File: src/rtl/vga_pkg.sv
package vga_pkg;
  localparam int unsigned TW = 11;
  typedef logic [TW-1:0] len_t;

  typedef struct packed {
    len_t h_act;
    len_t h_fp;
    len_t h_sync;
    len_t h_bp;
    len_t v_act;
    len_t v_fp;
    len_t v_sync;
    len_t v_bp;
  } timing_t;

  typedef timing_t [2:0] timing_tab_t;

  localparam timing_t T_640 = '{h_act: 11'd640,  h_fp: 11'd16, h_sync: 11'd96,  h_bp: 11'd48,
                                v_act: 11'd480,  v_fp: 11'd10, v_sync: 11'd2,   v_bp: 11'd33};
  localparam timing_t T_800 = '{h_act: 11'd800,  h_fp: 11'd40, h_sync: 11'd128, h_bp: 11'd88,
                                v_act: 11'd600,  v_fp: 11'd1,  v_sync: 11'd4,   v_bp: 11'd23};
  localparam timing_t T_1024 = '{h_act: 11'd1024, h_fp: 11'd24, h_sync: 11'd136, h_bp: 11'd160,
                                 v_act: 11'd768,  v_fp: 11'd3,  v_sync: 11'd6,   v_bp: 11'd29};

  localparam timing_tab_t STD_TAB = {T_1024, T_800, T_640};

  // code 3 has no table entry of its own
  function automatic logic [1:0] mode_index(input logic [1:0] sel);
    return (sel == 2'd3) ? 2'd0 : sel;
  endfunction
endpackage

File: src/rtl/vga_axis_ctr.sv
module vga_axis_ctr #(
  parameter int unsigned W = 11
) (
  input  logic         clk_i,
  input  logic         rst_ni,
  input  logic         step_i,
  input  logic [W-1:0] act_i,
  input  logic [W-1:0] fp_i,
  input  logic [W-1:0] sync_i,
  input  logic [W-1:0] bp_i,
  output logic [W-1:0] cnt_o,
  output logic         last_o,
  output logic         active_o,
  output logic         sync_o
);
  localparam logic [W-1:0] ONE = W'(1);

  logic [W-1:0] cnt_q;
  logic [W-1:0] sync_beg;
  logic [W-1:0] sync_end;
  logic [W-1:0] last_val;

  assign sync_beg = act_i + fp_i;
  assign sync_end = sync_beg + sync_i;
  assign last_val = sync_end + bp_i - ONE;

  assign last_o   = (cnt_q == last_val);
  assign active_o = (cnt_q < act_i);
  assign sync_o   = (cnt_q >= sync_beg) && (cnt_q < sync_end);
  assign cnt_o    = cnt_q;

  always_ff @(posedge clk_i or negedge rst_ni) begin
    if (!rst_ni) begin
      cnt_q <= '0;
    end else if (step_i) begin
      cnt_q <= last_o ? '0 : cnt_q + ONE;
    end
  end
endmodule

File: src/rtl/vga_mode_sel.sv
module vga_mode_sel #(
  parameter logic [1:0] RESET_MODE = 2'd0
) (
  input  logic       clk_i,
  input  logic       rst_ni,
  input  logic       frame_end_i,
  input  logic [1:0] mode_i,
  output logic [1:0] mode_o
);
  logic [1:0] mode_q;

  always_ff @(posedge clk_i or negedge rst_ni) begin
    if (!rst_ni) begin
      mode_q <= vga_pkg::mode_index(RESET_MODE);
    end else if (frame_end_i) begin
      mode_q <= vga_pkg::mode_index(mode_i);
    end
  end

  assign mode_o = mode_q;
endmodule

File: src/rtl/vga_out_reg.sv
module vga_out_reg #(
  parameter int unsigned COLOR_W = 8,
  parameter int unsigned TW      = 11,
  localparam int unsigned PW     = 3 * COLOR_W
) (
  input  logic          clk_i,
  input  logic          rst_ni,
  input  logic          h_act_i,
  input  logic          v_act_i,
  input  logic          h_sync_i,
  input  logic          v_sync_i,
  input  logic [TW-1:0] col_i,
  input  logic [TW-1:0] row_i,
  input  logic [PW-1:0] pix_i,
  output logic          hsync_o,
  output logic          vsync_o,
  output logic          blank_no,
  output logic          de_o,
  output logic [TW-1:0] col_o,
  output logic [TW-1:0] row_o,
  output logic [PW-1:0] rgb_o
);
  logic vis;
  assign vis = h_act_i & v_act_i;

  always_ff @(posedge clk_i or negedge rst_ni) begin
    if (!rst_ni) begin
      hsync_o  <= 1'b1;
      vsync_o  <= 1'b1;
      blank_no <= 1'b0;
      de_o     <= 1'b0;
      col_o    <= '0;
      row_o    <= '0;
      rgb_o    <= '0;
    end else begin
      hsync_o  <= ~h_sync_i;
      vsync_o  <= ~v_sync_i;
      blank_no <= vis;
      de_o     <= vis;
      col_o    <= vis ? col_i : '0;
      row_o    <= vis ? row_i : '0;
      rgb_o    <= vis ? pix_i : '0;
    end
  end
endmodule

File: src/rtl/vga_timing_gen.sv
module vga_timing_gen
  import vga_pkg::*;
#(
  parameter int unsigned COLOR_W    = 8,
  parameter logic [1:0]  RESET_MODE = 2'd0,
  parameter timing_tab_t TAB        = STD_TAB,
  localparam int unsigned PW        = 3 * COLOR_W
) (
  input  logic          clk_i,
  input  logic          rst_ni,
  input  logic [1:0]    mode_i,
  input  logic [PW-1:0] pix_rgb_i,
  output logic          hsync_o,
  output logic          vsync_o,
  output logic          blank_no,
  output logic          csync_no,
  output logic          de_o,
  output logic [TW-1:0] col_o,
  output logic [TW-1:0] row_o,
  output logic [PW-1:0] rgb_o
);
  logic [1:0]    mode_q;
  timing_t       cur_t;
  logic [TW-1:0] h_cnt, v_cnt;
  logic          h_last, v_last, h_act, v_act, h_sync, v_sync;
  logic          frame_end;

  assign cur_t     = TAB[mode_q];
  assign frame_end = h_last & v_last;

  vga_mode_sel #(.RESET_MODE(RESET_MODE)) u_mode (
    .clk_i       (clk_i),
    .rst_ni      (rst_ni),
    .frame_end_i (frame_end),
    .mode_i      (mode_i),
    .mode_o      (mode_q)
  );

  vga_axis_ctr #(.W(TW)) u_hctr (
    .clk_i    (clk_i),
    .rst_ni   (rst_ni),
    .step_i   (1'b1),
    .act_i    (cur_t.h_act),
    .fp_i     (cur_t.h_fp),
    .sync_i   (cur_t.h_sync),
    .bp_i     (cur_t.h_bp),
    .cnt_o    (h_cnt),
    .last_o   (h_last),
    .active_o (h_act),
    .sync_o   (h_sync)
  );

  vga_axis_ctr #(.W(TW)) u_vctr (
    .clk_i    (clk_i),
    .rst_ni   (rst_ni),
    .step_i   (h_last),
    .act_i    (cur_t.v_act),
    .fp_i     (cur_t.v_fp),
    .sync_i   (cur_t.v_sync),
    .bp_i     (cur_t.v_bp),
    .cnt_o    (v_cnt),
    .last_o   (v_last),
    .active_o (v_act),
    .sync_o   (v_sync)
  );

  vga_out_reg #(.COLOR_W(COLOR_W), .TW(TW)) u_out (
    .clk_i    (clk_i),
    .rst_ni   (rst_ni),
    .h_act_i  (h_act),
    .v_act_i  (v_act),
    .h_sync_i (h_sync),
    .v_sync_i (v_sync),
    .col_i    (h_cnt),
    .row_i    (v_cnt),
    .pix_i    (pix_rgb_i),
    .hsync_o  (hsync_o),
    .vsync_o  (vsync_o),
    .blank_no (blank_no),
    .de_o     (de_o),
    .col_o    (col_o),
    .row_o    (row_o),
    .rgb_o    (rgb_o)
  );

  assign csync_no = 1'b1;
endmodule

File: config.mk
export PLATFORM = sky130hd
export DESIGN_NAME = vga_timing_gen
export DESIGN_NICKNAME = d
export VERILOG_FILES = /design/src/rtl/vga_pkg.sv /design/src/rtl/vga_axis_ctr.sv /design/src/rtl/vga_mode_sel.sv /design/src/rtl/vga_out_reg.sv /design/src/rtl/vga_timing_gen.sv
export SDC_FILE = /design/constraint.sdc
export NUM_CORES = 1
export LEC_CHECK = 0
export BUFFER_PORTS_ARGS = -buffer_cell sky130_fd_sc_hd__buf_4
export CAP_MARGIN = 15
export CORE_ASPECT_RATIO = 1.25
export CORE_MARGIN = 2
export CORE_UTILIZATION = 45
export CTS_CLUSTER_DIAMETER = 150
export CTS_CLUSTER_SIZE = 20
export DETAILED_ROUTE_END_ITERATION = 10
export PLACE_DENSITY = 0.8
export SYNTH_ARGS = -nofsm -noshare
export SYNTH_HDL_FRONTEND = slang
export SYNTH_SLANG_ARGS = --single-unit
File: constraint.sdc
create_clock -name clk_i -period 2.6 [get_ports clk_i]
set_input_delay 0.26 -clock clk_i [delete_from_list [all_inputs] [get_ports clk_i]]
set_output_delay 0.26 -clock clk_i [all_outputs]
set_load 0.02 [all_outputs]
==> results of run 1 <==
registers in the layout, indices dropped and copies added (netlist names):
register	cells
u_out.rgb_o	24
u_hctr.cnt_o	11
u_out.col_o	11
u_out.row_o	11
u_vctr.cnt_o	11
u_mode.mode_o	2
u_out.blank_no	1
u_out.hsync_o	1
u_out.vsync_o	1
cell usage after synthesis, types with 5 or more instances:
master                      number
sky130_fd_sc_hd__o2111ai_1       5
sky130_fd_sc_hd__a21o_1          7
sky130_fd_sc_hd__o21a_1          5
sky130_fd_sc_hd__o211ai_1       13
sky130_fd_sc_hd__nand3_1        15
sky130_fd_sc_hd__nand2b_1        6
sky130_fd_sc_hd__xor2_1          9
sky130_fd_sc_hd__dfrtp_1        71
sky130_fd_sc_hd__inv_1          17
sky130_fd_sc_hd__o21ai_0        11
sky130_fd_sc_hd__buf_2           5
sky130_fd_sc_hd__nor3b_1        40
sky130_fd_sc_hd__nand2_1        23
sky130_fd_sc_hd__a21oi_1         9
sky130_fd_sc_hd__nor2_1         19
sky130_fd_sc_hd__ha_1           44
sky130_fd_sc_hd__xnor2_1        12
sky130_fd_sc_hd__or2_2           5
sky130_fd_sc_hd__nand4_1         6
sky130_fd_sc_hd__nor3_1          7
sky130_fd_sc_hd__or3_1           5
sky130_fd_sc_hd__clkbuf_1       11
routing by layer:
layer	global-route usage, %	up-vias
li1	-	1609
met2	35.84	118
met4	9.231	0
met1	26.41	1633
met3	4.736	17
met5	0	-
kinds of logic (layout without fill, tap and decap cells):
kind of cell	Yosys count	count (layout)	synth area share [%]
flops	73	73	43.97
compound gates	69	69	12.09
other cells	2	2	0.1805
buf+inv	38	139	4.150
mux	3	3	0.7218
xor+xnor	22	22	5.083
fa+ha+maj	44	44	13.23
simple gates	145	145	20.57
final timing paths:
path                                  start               end  depth (start not counted)
hold reg to reg             u_hctr.cnt_o[0]   u_hctr.cnt_o[0]                          1
min in group clk_i                mode_i[1]  u_mode.mode_o[0]                          3
setup / recovery           u_mode.mode_o[1]     u_out.vsync_o                          9
max in group asynchronous            rst_ni  u_mode.mode_o[1]                          1
hold / removal                       rst_ni   u_out.rgb_o[14]                          1
setup reg to reg           u_mode.mode_o[1]     u_out.vsync_o                          9
what timing repair did:
| action | in CTS | in global routing |
|---|---|---|
| pin swaps | 0 | 2 |
| setup endpoints to repair | 27 | 46 |
| resized for setup | 4 | 18 |
| setup buffers | 0 | 1 |
metrics by stage:
step,TNS [ps],utilization (%)
floorplan,0,-
finish,0,60.66
CTS,0,59.71
global route,-0.4137,60.66
detailed placement,-170.4,55.60
global placement,0,55.60
cell type report:
class | instances | area share (%)
repair buffers | 106 | 14.75
multi-input cells | 285 | 41.55
flip-flops and latches | 73 | 33.25
clock buffers | 12 | 4.659
well taps | 123 | 2.795
clock inverters | 4 | 1.795
inverters | 17 | 1.205
critical path: cells and delay by family, from the launching register on:
kind | cells | cell delay (ps)
AOI/OAI and AO/OA | 4 | 890
buffers and inverters | 1 | 110
DFF | 1 | 440
adders and majority gates | 2 | 380
and+or+nand+nor | 2 | 610
power groups by stage:
stage	logic, mW	clock network, mW	registers [mW]
finish	0.0611	1.44	1.14
CTS	0.0628	1.47	1.14
floorplan	0.00904	0	1.16
global placement	0.0621	0	1.16
global route	0.0690	1.52	1.14
detailed placement	0.0625	0	1.16
==> summary.md, run 1 <==
• **run status** finished clean
• **routability cong.** 0.9039
• **Slew HR** 39.73%
• **flip-flop and latch area** 1831 um2
• **via density per instance** 5.447
• **DP HPWL** 7.280 mm
• **worst hold margin** 58.92 ps
• **initial core utilization** 45.84%
• **met2 wire length** 5.185 mm
• **Max VDD drop** 0.3471 mV
• **maximum clock skew at final layout** 5.802 ps
• **static leakage** 2.550 nW
• **filler-free cell count of the finished design** 620
• **total wire length after detailed routing** 10.22 mm
• **total gr overflow** 0
• **Skew-Pair Late Insertion Delay** 330 ps
• **sequential element share of the synthesized area** 43.97%
• **top metal layer carrying routed signals** met4
• **most used flip-flop cell after synthesis** sky130_fd_sc_hd__dfrtp_1
• **power density normalized to cell area** 480.0 nW/um2
• **number of antenna violations at the first check in global routing** 0
• **clock tree from TritonCTS** built
• **clock group share of total power** 54.6%
• **total track usage** 21.30%
• **Maximum Capacitance Violations** 0
• **Slew Limit Fails** 0
• **clk sinks** 73
• **setup slack after placement** -69.34 ps
• **I/O pin count** 79
• **final antenna diode count** 0
• **leading cell type in the layout, fill and taps excluded** sky130_fd_sc_hd__buf_4
• **switching part of the total power** 18.23%
• **syn_nets** 468
• **crit path cell chain** inv_4, ha_1, and2b_1, a311o_4, ha_4, or4_4, a221o_1, a21oi_2, o32ai_1
• **Design Power** 2.643 mW
• **sequential cell fraction of total power** 43.1%
• **portion of total power attributed to combinational logic** 2.3%
• **first-pass GRT wire length** 17.19 mm
• **Period minus WS final** 2497 ps
• **DIE AREA** 10,040 um2
• **total via count after detailed routing** 3,377
• **drt wl/cell** 16.49 um
• **Worst Setup End Kind** flop
• **Worst setup SP type** flop
• **total DRC errors in the routed layout** 0
• **worst endpoint required time** 2850 ps
• **post-route ant nets** 0
• **share of layout cells above drive strength 1** 32.39%
• **top achievable clock speed** 400.4 MHz
• **Setup Viol. Count Final** 0
• **count of routing violations after the opening detailed-route iteration** 169
• **FF-to-FF setup slack** 100 ps
• **routed length on met3** 508 um
• **number of clock buffers inserted by TritonCTS** 9
• **level count of the clock H-tree** 3
• **synth unique cells** 55
• **worst min-delay path class** input pin to asynchronous set/reset pin
• **largest buffer count on any clock path** 2
• **pin count of the biggest net entering global routing** 74
• **final setup margin** 102.7 ps
• **proportion of netlist area held by the largest area contributor** 42.71%
• **maximum fanout along the worst path** 7
• **count of buffers inserted at the top-level ports** 77
• **area grow syn2layout** 32.33%
• **number of global-route vias before repair** 3,434
• **transition time at the pin with the least slew margin** 904.1 ps
• **DR pass1 iterations** 4
• **number of flops mapped to enable cells by yosys** 0
• **Die H** 111.5 um
• **area of the core** 9076 um2
• **die extent in x** 90 um
• **Final #Nets** 564
• **cell type contributing the most total cell area after synthesis** sky130_fd_sc_hd__dfrtp_1
• **fillcell total** 761
• **Area contributors post-synth** sky130_fd_sc_hd__dfrtp_1 (43%), sky130_fd_sc_hd__ha_1 (13%), sky130_fd_sc_hd__nor3b_1 (7.2%), sky130_fd_sc_hd__xnor2_1 (2.5%), sky130_fd_sc_hd__o211ai_1 (2.3%)
• **leading cell types in the layout, fill and taps excluded** sky130_fd_sc_hd__buf_4 (104), sky130_fd_sc_hd__dfrtp_1 (70), sky130_fd_sc_hd__ha_1 (39)
• **switching power total** 0.4817 mW
• **Hold Buf Count CTS** 0
• **number of placement rows** 39
• **Post-Route M1 WL** 4.303 mm
• **Post-DP Area** 5046 um2
• **peak per-stage delay on the critical path** 440 ps
• **clock input transition at the sequential cells of the worst setup and hold paths** 60 ps
• **data arrival time of the worst path** 2750 ps
• **area used by multi-input combinational logic** 2287 um2
• **root buffer cell** sky130_fd_sc_hd__clkbuf_16
• **Warnings, synthesis** 0
• **critical path type** flop to flop
• **Final Cycle Share** 96.05%
• **Final Instance Area** 5505 um2
• **post-synthesis async set-or-reset flop share** 100.0%
• **flip-flop and latch count after synthesis** 73
• **internal portion of total power** 2.161 mW
• **cell type of the slowest stage on the worst timing path** sky130_fd_sc_hd__dfrtp_2
• **final hold violation count** 0
• **post-synthesis area per instance** 10.51 um2
• **number of standard cells after synthesis** 396
• **Placed Cells incl. Taps** 603
• **Post-Synthesis Cell Area** 4160 um2
Power figures use the tool's default switching activity.
==> run 2: changes to the inputs <==
Settings changed: ABC_AREA set to 1, BUFFER_PORTS_ARGS -buffer_cell sky130_fd_sc_hd__buf_4 to -buffer_cell sky130_fd_sc_hd__buf_2, PLACE_DENSITY 0.8 to 0.79, SLEW_MARGIN set to 0.
==> run 2 against run 1 <==
- fmax grew 1.3%
- sequential cell count is the same
- die area grew 8.9%
- wire length grew 14%
- critical endpoint is now u_out.rgb_o[14]
- largest power group unchanged
==> summary.md, run 2 <==
• **Warnings, synthesis** 0
• **DR pass1 iterations** 5
• **Worst Setup End Kind** flop
• **transition time at the pin with the least slew margin** 752.4 ps
• **Area contributors post-synth** sky130_fd_sc_hd__dfrtp_1 (39%), sky130_fd_sc_hd__ha_1 (12%), sky130_fd_sc_hd__nand2_1 (10%), sky130_fd_sc_hd__inv_1 (7.2%), sky130_fd_sc_hd__nor2_2 (5.5%)
• **number of antenna violations at the first check in global routing** 0
• **filler-free cell count of the finished design** 800
• **Slew Limit Fails** 0
• **clock input transition at the sequential cells of the worst setup and hold paths** 60 ps
• **static leakage** 3.092 nW
• **Final Cycle Share** 94.78%
• **Maximum Capacitance Violations** 0
• **proportion of netlist area held by the largest area contributor** 39.06%
• **critical path type** flop to flop
• **sequential element share of the synthesized area** 40.22%
• **Max VDD drop** 0.2981 mV
• **run status** finished clean
• **flip-flop and latch count after synthesis** 73
• **Buf+Inv Stages, Crit Path** 4
• **worst hold margin** 129.0 ps
• **number of standard cells after synthesis** 576
• **worst min-delay path class** input pin to flop
• **syn_nets** 648
• **Skew-Pair Late Insertion Delay** 330 ps
• **Setup Viol. Count Final** 0
• **Post-Synthesis Cell Area** 4548 um2
• **level count of the clock H-tree** 3
• **count of routing violations after the opening detailed-route iteration** 262
• **root buffer cell** sky130_fd_sc_hd__clkbuf_16
• **clock tree from TritonCTS** built
• **Design Power** 2.388 mW
• **leading cell type in the layout, fill and taps excluded** sky130_fd_sc_hd__nand2_1
• **crit path cell chain** inv_1, ha_1, inv_1, ha_1, inv_1, nand2_1, nand2_1, nand2_1, o21ai_1, nand3_1, nand2_1, nor2_2, nand3_4, clkbuf_16, nor2_2
• **Largest register FFs** 24
• **cell type of the slowest stage on the worst timing path** sky130_fd_sc_hd__dfrtp_2
• **largest buffer count on any clock path** 2
• **Worst setup SP type** flop
• **initial core utilization** 45.70%
• **cell with the most instances after synthesis** sky130_fd_sc_hd__nand2_1
• **drt wl/cell** 14.63 um
• **Final Instance Area** 5441 um2
• **post-route ant nets** 0
• **pin count of the biggest net entering global routing** 47
• **Final #Nets** 738
• **total DRC errors in the routed layout** 0
• **total wire length after detailed routing** 11.70 mm
• **worst endpoint required time** 2860 ps
• **total gr overflow** 0
• **area grow syn2layout** 19.64%
• **Die H** 116.4 um
• **peak per-stage delay on the critical path** 440 ps
• **top register by number of flip-flops** u_out.rgb_o
• **total via count after detailed routing** 4,107
• **total track usage** 21.35%
• **clk sinks** 73
• **most frequent cells after synthesis** sky130_fd_sc_hd__nand2_1 (123), sky130_fd_sc_hd__inv_1 (87), sky130_fd_sc_hd__dfrtp_1 (71)
• **area of the core** 9952 um2
• **share of layout cells above drive strength 1** 24.29%
• **Period minus WS final** 2464 ps
• **DP HPWL** 8.577 mm
• **maximum clock skew at final layout** 7.790 ps
• **post-synthesis area per instance** 7.896 um2
• **routability cong.** 0.9616
• **data arrival time of the worst path** 2730 ps
• **via density per instance** 5.134
• **fillcell total** 890
• **synth unique cells** 36
• **DIE AREA** 10,930 um2
• **final antenna diode count** 0
• **number of flops mapped to enable cells by yosys** 0
• **leading cell types in the layout, fill and taps excluded** sky130_fd_sc_hd__nand2_1 (123), sky130_fd_sc_hd__inv_1 (86), sky130_fd_sc_hd__buf_2 (77)
• **top achievable clock speed** 405.8 MHz
• **Slew HR** 49.84%
• **count of buffers inserted at the top-level ports** 77
• **area used by multi-input combinational logic** 2283 um2
• **FF-to-FF setup slack** 140 ps
• **family with the most delay on the worst path** simple AND/OR/NAND/NOR gates
• **post-synthesis async set-or-reset flop share** 100.0%
• **first-pass GRT wire length** 18.10 mm
• **post-route core utilization** 54.68%
• **flip-flop and latch area** 1831 um2
• **Post-DP Area** 5106 um2
• **most used flip-flop cell after synthesis** sky130_fd_sc_hd__dfrtp_1
• **I/O pin count** 79
• **most frequent cell on the critical path** sky130_fd_sc_hd__nand2_1
• **cell type contributing the most total cell area after synthesis** sky130_fd_sc_hd__dfrtp_1
• **number of clock buffers inserted by TritonCTS** 9
• **power density normalized to cell area** 438.8 nW/um2
• **maximum fanout along the worst path** 23
• **final hold violation count** 0
• **die extent in x** 93.92 um
• **number of global-route vias before repair** 3,902
• **number of placement rows** 41
• **Placed Cells incl. Taps** 782
## run 2: cell count changes in the layout (fill, tap and decap cells not counted), moves of 10 or more
cell	change
sky130_fd_sc_hd__buf_4	-93
sky130_fd_sc_hd__nor2_2	+41
sky130_fd_sc_hd__xnor2_1	-10
sky130_fd_sc_hd__inv_1	+71
sky130_fd_sc_hd__nor2_1	+33
sky130_fd_sc_hd__a21oi_1	+18
sky130_fd_sc_hd__nor3b_1	-30
sky130_fd_sc_hd__o211ai_1	-13
sky130_fd_sc_hd__nand2_1	+100
sky130_fd_sc_hd__nand3_1	+27
sky130_fd_sc_hd__nor3b_2	-10
sky130_fd_sc_hd__nand4_1	+15
sky130_fd_sc_hd__buf_2	+77
## run 2: path summary, 6_finish.rpt
check                                 startpoint               to  cells after the start
max in group asynchronous                 rst_ni   u_out.rgb_o[0]                      3
worst min-delay path                pix_rgb_i[3]   u_out.rgb_o[3]                      3
min in group asynchronous                 rst_ni  u_hctr.cnt_o[4]                      2
worst min register to register   u_hctr.cnt_o[0]  u_hctr.cnt_o[0]                      1
worst max register to register  u_mode.mode_o[0]  u_out.rgb_o[14]                     15
worst max-delay path            u_mode.mode_o[0]  u_out.rgb_o[14]                     15
## run 2: timing repair
| item | in CTS | in global routing |
|---|---|---|
| endpoints found under the hold margin | 4 | 0 |
| hold buffers | 1 | 0 |
| setup endpoints to repair | 0 | 58 |
| resized for setup | 0 | 5 |
| buffers inserted | 0 | 0 |
## run 2: through the flow
stage	TNS [ps]	worst slack, ps
after floorplan	0	207.8
after global placement	0	43.12
after detailed placement	0	76.01
after CTS	0	50.56
after global routing	-6.756	-6.756
final	0	135.7
## run 2: per-layer routing
| layer | share of wire [%] | wire length [um] | track usage [%] |
|---|---|---|---|
| met3 | 6.6 | 775 | 4.129 |
| met5 | 0 | 0 | 0 |
| met2 | 50 | 5905 | 38.62 |
| met1 | 38 | 4458 | 23.51 |
| met4 | 4.8 | 561 | 11.50 |
## run 2: cell families after synthesis
family	Yosys count	synth area share [%]
adder cells (fa/ha/maj)	44	12.10
flip-flops	73	40.22
AO/OA/AOI/OAI	46	5.365
AND/OR/NAND/NOR	296	30.54
buffers and inverters	105	9.683
other	2	0.1651
XOR/XNOR	10	1.926
## run 2: where the power goes
part / switching, mW / total, mW / leakage (nW) / internal (mW)
sequential: 0.000146 / 1.14 / 0.986 / 1.14
clock: 0.526 / 1.19 / 0.135 / 0.664
combinational: 0.0400 / 0.0611 / 1.97 / 0.0211
total: 0.566 / 2.39 / 3.09 / 1.82
## run 2: area by class of cell
| type | instances | area share [%] |
|---|---|---|
| clock buffers | 9 | 4.139 |
| clock inverters | 7 | 1.127 |
| inverters | 93 | 6.415 |
| multi-input cells | 398 | 41.96 |
| flip-flops and latches | 73 | 33.64 |
| well taps | 129 | 2.966 |
| repair buffers | 91 | 9.749 |
## run 2: worst register-to-register path: cells and delay by family (launching register included)
| kind | cells | cell delay [ps] |
|---|---|---|
| DFF | 1 | 440 |
| buffers and inverters | 4 | 590 |
| AOI/OAI and AO/OA | 1 | 60 |
| adders and majority gates | 2 | 570 |
| and+or+nand+nor | 8 | 750 |
